`config.mk`:
```
export PLATFORM = sky130hd
export DESIGN_NAME = irq_deliver_engine
export DESIGN_NICKNAME = d
export VERILOG_FILES = /design/src/rtl/irq_deliver_engine.sv
export SDC_FILE = /design/constraint.sdc
export NUM_CORES = 2
export LEC_CHECK = 0
export BUFFER_PORTS_ARGS = -buffer_cell sky130_fd_sc_hd__buf_4
export CAP_MARGIN = 0
export CORE_AREA = 3 3 321 323
export DETAILED_ROUTE_END_ITERATION = 10
export DIE_AREA = 0 0 324 326
export SYNTH_ARGS = -nofsm -noshare
export SYNTH_HDL_FRONTEND = slang
export SYNTH_SLANG_ARGS = --single-unit
```
`constraint.sdc`:
```
create_clock -name clk -period 3.5 [get_ports clk]
set_input_delay 0.7 -clock clk [delete_from_list [all_inputs] [get_ports clk]]
set_output_delay 0.7 -clock clk [all_outputs]
set_load 0.05 [all_outputs]
```
`src/rtl/irq_deliver_engine.sv`:
```
module irq_deliver_engine #(
  parameter int NPINS        = 24,
  parameter int STORM_LIMIT  = 10000,
  parameter int HOLDOFF      = 1024,
  parameter int LEGACY_REMAP = 1
) (
  input  logic                clk,
  input  logic                rst,
  input  logic [NPINS-1:0]    irq_in,
  input  logic [NPINS*30-1:0] rte,
  input  logic                eoi_valid,
  input  logic [7:0]          eoi_vector,
  output logic                msg_valid,
  input  logic                msg_ready,
  output logic [31:0]         msg_addr,
  output logic [31:0]         msg_data
);
  localparam int RTE_W = 30;
  localparam int PW    = (NPINS > 1) ? $clog2(NPINS) : 1;
  localparam int CW    = $clog2(STORM_LIMIT + 1);
  localparam int TW    = $clog2(HOLDOFF + 1);
  localparam logic [31:0] ADDR_BASE = 32'hFEE0_0000;

  logic [NPINS-1:0] pin_line, line_q, irr_q, rirr_q, hold_q;
  logic [NPINS-1:0] level_m, mask_m, eligible, eoi_hit, refire, defer, cap_oh;
  logic [PW-1:0]    cap_idx;
  logic             load, tmr_run, expire;
  logic [TW-1:0]    tmr_q;
  logic [RTE_W-1:0] sel;

  for (genvar i = 0; i < NPINS; i++) begin : g_pin
    logic [7:0]    vec;
    logic [CW-1:0] cnt_q;

    if (LEGACY_REMAP != 0 && i == 0) begin : g_l0
      assign pin_line[i] = 1'b0;
    end else if (LEGACY_REMAP != 0 && i == 2) begin : g_l2
      assign pin_line[i] = irq_in[2] | irq_in[0];
    end else begin : g_id
      assign pin_line[i] = irq_in[i];
    end

    assign vec        = rte[i*RTE_W +: 8];
    assign level_m[i] = rte[i*RTE_W + 12];
    assign mask_m[i]  = rte[i*RTE_W + 13];
    assign eoi_hit[i] = eoi_valid && (vec == eoi_vector) && rirr_q[i];
    assign refire[i]  = eoi_hit[i] && !mask_m[i] && irr_q[i];
    assign defer[i]   = refire[i] &&
                        (({1'b0, cnt_q} + 1'b1) >= (CW+1)'(STORM_LIMIT));
    assign eligible[i] = irr_q[i] && !mask_m[i] && !hold_q[i] &&
                         !(level_m[i] && rirr_q[i]);

    always_ff @(posedge clk) begin
      if (rst) begin
        cnt_q     <= '0;
        irr_q[i]  <= 1'b0;
        rirr_q[i] <= 1'b0;
        hold_q[i] <= 1'b0;
        line_q[i] <= 1'b0;
      end else begin
        line_q[i] <= pin_line[i];
        if (eoi_hit[i])
          cnt_q <= (refire[i] && !defer[i]) ? cnt_q + 1'b1 : '0;
        if (level_m[i])
          irr_q[i] <= pin_line[i];
        else
          irr_q[i] <= (irr_q[i] && !cap_oh[i]) || (pin_line[i] && !line_q[i]);
        if (!level_m[i])
          rirr_q[i] <= 1'b0;
        else
          rirr_q[i] <= (rirr_q[i] && !eoi_hit[i]) || cap_oh[i];
        hold_q[i] <= (hold_q[i] && !expire) || defer[i];
      end
    end
  end

  always_comb begin
    cap_idx = '0;
    for (int k = NPINS - 1; k >= 0; k--)
      if (eligible[k]) cap_idx = PW'(k);
  end

  assign load   = (|eligible) && (!msg_valid || msg_ready);
  assign cap_oh = load ? (NPINS'(1) << cap_idx) : '0;
  assign sel    = rte[int'(cap_idx)*RTE_W +: RTE_W];
  assign expire = tmr_run && (tmr_q <= TW'(1));

  always_ff @(posedge clk) begin
    if (rst) begin
      tmr_run <= 1'b0;
      tmr_q   <= '0;
    end else if ((|defer) && (!tmr_run || expire)) begin
      tmr_run <= 1'b1;
      tmr_q   <= TW'(HOLDOFF);
    end else if (expire) begin
      tmr_run <= 1'b0;
    end else if (tmr_run) begin
      tmr_q <= tmr_q - 1'b1;
    end
  end

  always_ff @(posedge clk) begin
    if (rst) begin
      msg_valid <= 1'b0;
      msg_addr  <= '0;
      msg_data  <= '0;
    end else if (load) begin
      msg_valid <= 1'b1;
      msg_addr  <= ADDR_BASE | ({16'b0, sel[29:14]} << 12) | ({31'b0, sel[11]} << 2);
      msg_data  <= {16'b0, sel[12], 4'b0, sel[10:8], sel[7:0]};
    end else if (msg_ready) begin
      msg_valid <= 1'b0;
    end
  end
endmodule

```
# ---- After elaboration in Yosys (flattened, before gate mapping)
# Cells that the tools add are included.
# Widths: inputs -> output; s select.
dict set report word_totals {
  ff_bits 488
  inputBits 756
  elab_cells 947
}
dict set report classes {
  n_addsub 49
  multipliers 1
  order_cmp 25
  eq_ne 25
  n_shift 2
  n_mux 79
  bitwise 27
  reduce_logical 614
}
# op n
set op_table {}
lappend op_table {{$shiftx 720x11->27} 1}
lappend op_table {{$add 14x1->15 const B} 24}
lappend op_table {{$ge 15x14->1 const B} 24}
lappend op_table {{$logic_and 1x1->1} 338}
lappend op_table {{$add 14x1->14 const B} 24}
lappend op_table {{$mux 14} 24}
lappend op_table {{$eq 8x8->1} 24}
lappend op_table {{$logic_not 1->1} 170}
lappend op_table {{$mux 5} 24}
lappend op_table {{$logic_or 1x1->1} 73}
lappend op_table {{$reduce_or 2->1} 26}
lappend op_table {{$reduce_or 24->1} 2}
lappend op_table {{$mux 11} 3}
lappend op_table {{$or 32x3->32} 1}
lappend op_table {{$mux 1} 27}
lappend op_table {{$not 1->1} 25}
lappend op_table {{$mux 24} 1}
lappend op_table {{$shl 1x5->24 const A} 1}
lappend op_table {{$le 11x1->1 const B} 1}
lappend op_table {{$sub 11x1->11 const B} 1}
lappend op_table {{$mul 5x4->9 const B} 1}
lappend op_table {{$reduce_bool 2->1} 3}
lappend op_table {{$reduce_and 2->1} 2}
lappend op_table {{$ne 2x1->1 const B} 1}
lappend op_table {{$or 1x1->1} 1}

# ---- Logic depth before layout (Yosys ltp)
dict set report depth {
  ltp_word 34
  depth_mapped 14
}

# ---- Least setup slack after synthesis
# No wires, ideal clock.
dict set report synth_timing {
  kind {input port to flip-flop}
  from {input eoi_vector[0]}
  to {register g_pin[19].cnt_q[3]}
  setup_time_ps 70
  arrival_time_ps 3093
  required_time_ps 3430
  slack_ps 336
  cell_stages 11
  path_buffers 4
  path_cell_list {buf_2 > buf_2 > buf_2 > xnor2_1 > nand3_1 > nor3_1 > nand2_1 > or3b_1 > clkbuf_1 > or4b_1 > a21oi_1}
}
dict set report synth_via {
  elab_chain_cells 9
}
# item line
set synth_rtl {}
lappend synth_rtl {{from (decl)} 12} ;# input logic [7:0] eoi_vector,
lappend synth_rtl {{$eq 8x8->1 (*)} 46} ;# assign eoi_hit[i] = eoi_valid && (vec == eoi_vector) && rirr_q[i];
lappend synth_rtl {{$logic_and 1x1->1 (*) (2 in series)} 46}
lappend synth_rtl {{$logic_and 1x1->1 (2 in series)} 47} ;# assign refire[i] = eoi_hit[i] && !mask_m[i] && irr_q[i];
lappend synth_rtl {{$logic_and 1x1->1} 48} ;# assign defer[i] = refire[i] &&
lappend synth_rtl {{$logic_not 1->1} 63} ;# cnt_q <= (refire[i] && !defer[i]) ? cnt_q + 1'b1 : '0;
lappend synth_rtl {{$logic_and 1x1->1} 63}
lappend synth_rtl {{$mux 14} 63}
lappend synth_rtl {{to (signal assigned)} 63}
lappend synth_rtl {{to (decl)} 33} ;# logic [CW-1:0] cnt_q;
# Mark *: on every way between the ends. The rest lies on a longest branch, timed or not.
# A chain may end at the register's enable or synchronous reset.

# ---- Worst setup path after layout
dict set report layout_timing {
  from {register irr_q[23]}
  to {register msg_data[9]}
}
dict set report layout_via {
  elab_chain_cells 29
  word_cells_on_any_way 31
  cone_classes {1 x mul; 1 x shift; 24 x mux; 5 x reduce/logical}
}
# item line
set layout_rtl {}
lappend layout_rtl {{from (decl)} 24} ;# logic [NPINS-1:0] pin_line, line_q, irr_q, rirr_q, hold_q;
lappend layout_rtl {{from (signal, indexed assignment)} 65} ;# irr_q[i] <= pin_line[i];
lappend layout_rtl {{from (signal, indexed assignment)} 67} ;# irr_q[i] <= (irr_q[i] && !cap_oh[i]) || (pin_line[i] && !line_q[i]);
lappend layout_rtl {{$logic_and 1x1->1 (*) (3 in series)} 50} ;# assign eligible[i] = irr_q[i] && !mask_m[i] && !hold_q[i] &&
lappend layout_rtl {{$mux 5 (24 in series)} 80} ;# if (eligible[k]) cap_idx = PW'(k);
lappend layout_rtl {{$mul 5x4->9} 85} ;# assign sel = rte[int'(cap_idx)*RTE_W +: RTE_W];
lappend layout_rtl {{$shiftx 720x11->27} 85}
lappend layout_rtl {{to (signal assigned)} 110} ;# msg_data <= {16'b0, sel[12], 4'b0, sel[10:8], sel[7:0]};
lappend layout_rtl {{to (decl)} 16} ;# output logic [31:0] msg_data
# Marks and branches as above.

==> impl_metrics.csv <==
group,metric,value,unit
logic_synthesis,synthCells,4595,
cells_and_area,fin_util,44.5,%
worst_setup_path,critPathCaptureType,"flop",
clocking,numCtsBuffers,60,
cells_and_area,final_cell_mix,"buf_4 (979), a21oi_1 (574), dfxtp_1 (468), nand2_1 (415), o21ai_0 (394)",
floorplan,coreArea,0.100,sq mm
drt,ant_nets,0,
sta,fmax,0.299,GHz
global_routing,grt_pass1_vias,35700,
logic_synthesis,ys_seq_elements,468,
sta,post-route-period-util,95.6,%
floorplan,dieArea,0.106,sq mm
floorplan,row_count,116,
sta,timing.hold.ws,0.248,ns
hold_path,holdCritPathClass,"primary input to flop",
worst_setup_path,reg2reg_slack,0.15,ns
power_and_ir_drop,internal_power,11.9,mW
cells_and_area,syn_to_final_growth,33.1,%
drt,route.detailed.wl_per_inst,24.8,um
clocking,clock-sinks,468,
global_routing,overflow,0,
cells_and_area,fin_nets,6195,
sta,tightest_slew,0.793,ns
power_and_ir_drop,seqPwrFrac,30.8,%
worst_setup_path,cp_max_fo,18,
clocking,insertion_delay,0.68,ns
place,placed_area,0.0422,sq mm
cells_and_area,regArea,0.00937,sq mm
place,preCtsSetupSlack,-0.466,ns
drt,vias,39600,
clocking,cts-root-buf,"clkbuf_16",
logic_synthesis,avgSynthCellArea,7.28,sq um
status,status,"finished, final reports clean",
cells_and_area,drive_gt1_share,22.8,%
logic_synthesis,ys_async_sr_fraction,0,%
logic_synthesis,synthesis.area,0.0335,sq mm
run,cap_violations,0,
logic_synthesis,yosysSeqAreaShare,28.0,%
sta,slew_viol_final,0,
sta,setup_slack,0.154,ns
power_and_ir_drop,powerDensity,405,mW/mm^2
clocking,cts_tree,"built",
sta,fin_skew,0.0416,ns
drt,drc_errors,0,
global_routing,grt_first_pass_wirelength,238000,um
floorplan,num_io_pins,821,
global_routing,track_usage,30.1,%
logic_synthesis,synth.distinct_cells,98,
power_and_ir_drop,p_total,18.0,mW
place,port_buffers,645,
power_and_ir_drop,switching_power,6.14,mW
power_and_ir_drop,peakVddDrop,0.379,mV
power_and_ir_drop,pwr-share-clk,39.5,%
drt,wl,168000,um
place,dp_hpwl,135000,um
sta,hold_viol_final,0,
worst_setup_path,path_class,"flop to flop",
worst_setup_path,critical_path_required,4.05,ns
drt,drtPass1Iterations,9,
logic_synthesis,synth_warnings,0,
cells_and_area,multiInputGateArea,0.0225,sq mm
clocking,clkTransAtPathRegs,0.07,ns
worst_setup_path,crit_path_start_kind,"flop",
logic_synthesis,synthFlopType,"dfxtp_1",
clocking,cts_max_level,2,
drt,drt_iter0_drc,4346,
worst_setup_path,cp.arrival,3.89,ns
drt,via_per_inst,5.86,
floorplan,die_width,324,um
floorplan,start_util,33.4,%
sta,relSlewSlack,46.6,%
clocking,clock_path_buffers,3,
floorplan,die_height,326,um
power_and_ir_drop,switching_share,34.0,%
power_and_ir_drop,p_leak,17.0,nW
power_and_ir_drop,pwr-share-comb,29.7,%
global_routing,grt_max_degree,153,
cells_and_area,stdcell_area,0.0445,sq mm
global_routing,antenna_found_initial,30,
sta,setup_violations,0,
cells_and_area,fillers,10200,
cells_and_area,final_common_cell,"buf_4",
sta,period_needed,3.35,ns
place,place_congestion,1.02,
logic_synthesis,synth_edf_count,0,
## logic make-up (layout without fill, tap and decap cells)
group | Yosys count | count (layout) | synth area share [%]
compound gates | 1379 | 1379 | 24.7
xor+xnor | 249 | 249 | 6.52
fa+ha+maj | 50 | 50 | 1.87
buf+inv | 431 | 1247 | 5.56
flops | 468 | 468 | 28.0
mux | 93 | 93 | 2.80
other cells | 1 | 47 | 0.0112
simple gates | 1924 | 1924 | 30.6
## worst max-delay path, stage by stage, from the launching register on
cell	delay (ns)
dfxtp_1	0.41
nor2b_2	0.21
o2bb2a_2	0.31
o311ai_1	0.34
buf_4	0.17
a31o_2	0.24
and2_2	0.21
nor3_4	0.06
buf_12	0.16
buf_12	0.16
a221oi_1	0.28
o21ai_0	0.35
nand3_1	0.19
nand3_1	0.09
## synthesized netlist by cell type, types with 22 or more instances
library cell	instances	area, sq um
nand2_1	416	1560
a221o_1	27	270
or4_1	48	360
buf_2	60	300
nand2b_1	30	188
a221oi_1	57	499
a31oi_1	48	300
nor3_1	109	546
and2_1	32	200
a311oi_1	22	193
xnor2_1	195	1710
nand3b_1	69	518
a21oi_1	576	2880
buf_4	42	315
o211ai_1	41	308
mux2i_1	87	871
clkbuf_1	214	803
o221ai_1	29	254
nor4_1	59	369
or3_1	111	694
o21ai_0	397	1990
dfxtp_1	468	9370
nand4_1	123	769
nor2_1	345	1290
xor2_1	54	473
and3_1	107	669
and4_1	23	201
inv_1	101	379
nor2b_1	83	519
nand3_1	246	1230
ha_1	50	626
nand4b_1	38	333
nor3b_1	27	203
## registers in the layout, summed over array words and instances (netlist names)
| signal | flops |
|---|---|
| g_pin.cnt_q | 336 |
| tmr_q | 11 |
| msg_addr | 12 |
| irr_q | 24 |
| rirr_q | 24 |
| msg_valid | 1 |
| hold_q | 24 |
| tmr_run | 1 |
| line_q | 23 |
| msg_data | 12 |
## metal layers
metal,vias up,routed length (um),track usage [%]
met5,-,107,0
met4,16,6000,10.1
met3,304,18500,8.38
met2,1909,68800,43.5
met1,18800,74200,42.7
li1,18500,-,-
## power by group through the flow
| stage | Clock [mW] | Combinational [mW] | Sequential [mW] |
|---|---|---|---|
| 2_1_floorplan | 0 | 1.98 | 5.91 |
| 3_3_place_gp | 0 | 5.21 | 5.67 |
| 3_5_place_dp | 0 | 5.20 | 5.67 |
| 4_1_cts | 7.25 | 5.22 | 5.55 |
| 5_1_grt | 7.43 | 5.55 | 5.56 |
| 6_report | 7.13 | 5.35 | 5.56 |
## cell type report
cell class / instances / share of cell area (%)
multi-input cells: 3726 / 50.5
inverters: 103 / 0.876
clock buffers: 72 / 3.72
well taps: 1298 / 3.65
clock inverters: 42 / 1.33
repair buffers: 1030 / 18.8
flip-flops and latches: 468 / 21.0
diodes: 16 / 0.0899
## metrics by stage
| step | TNS, ns | std cells |
|---|---|---|
| 3_3_place_gp | -10.70 | 6622 |
| 4_1_cts | 0 | 6736 |
| 5_1_grt | -0.00158 | 6745 |
| 2_1_floorplan | 0 | 4625 |
| 6_report | 0 | 6755 |
| 3_5_place_dp | -12.96 | 6622 |
## repair_timing
action                     4_1_cts  5_1_grt
setup endpoints to repair        2       32
hold buffers                     0        0
pin swaps                        0        2
gates resized for setup          1       12
buffers inserted                 0        3
hold endpoints to repair         0        0
## worst paths after layout
check,from,end,cells past startpoint
max,irr_q[23],msg_data[9],13
min,irq_in[16],line_q[16],2
min reg2reg,hold_q[10],hold_q[10],2
max reg2reg,irr_q[23],msg_data[9],13
Note: power is estimated with default switching activity, not from simulation.
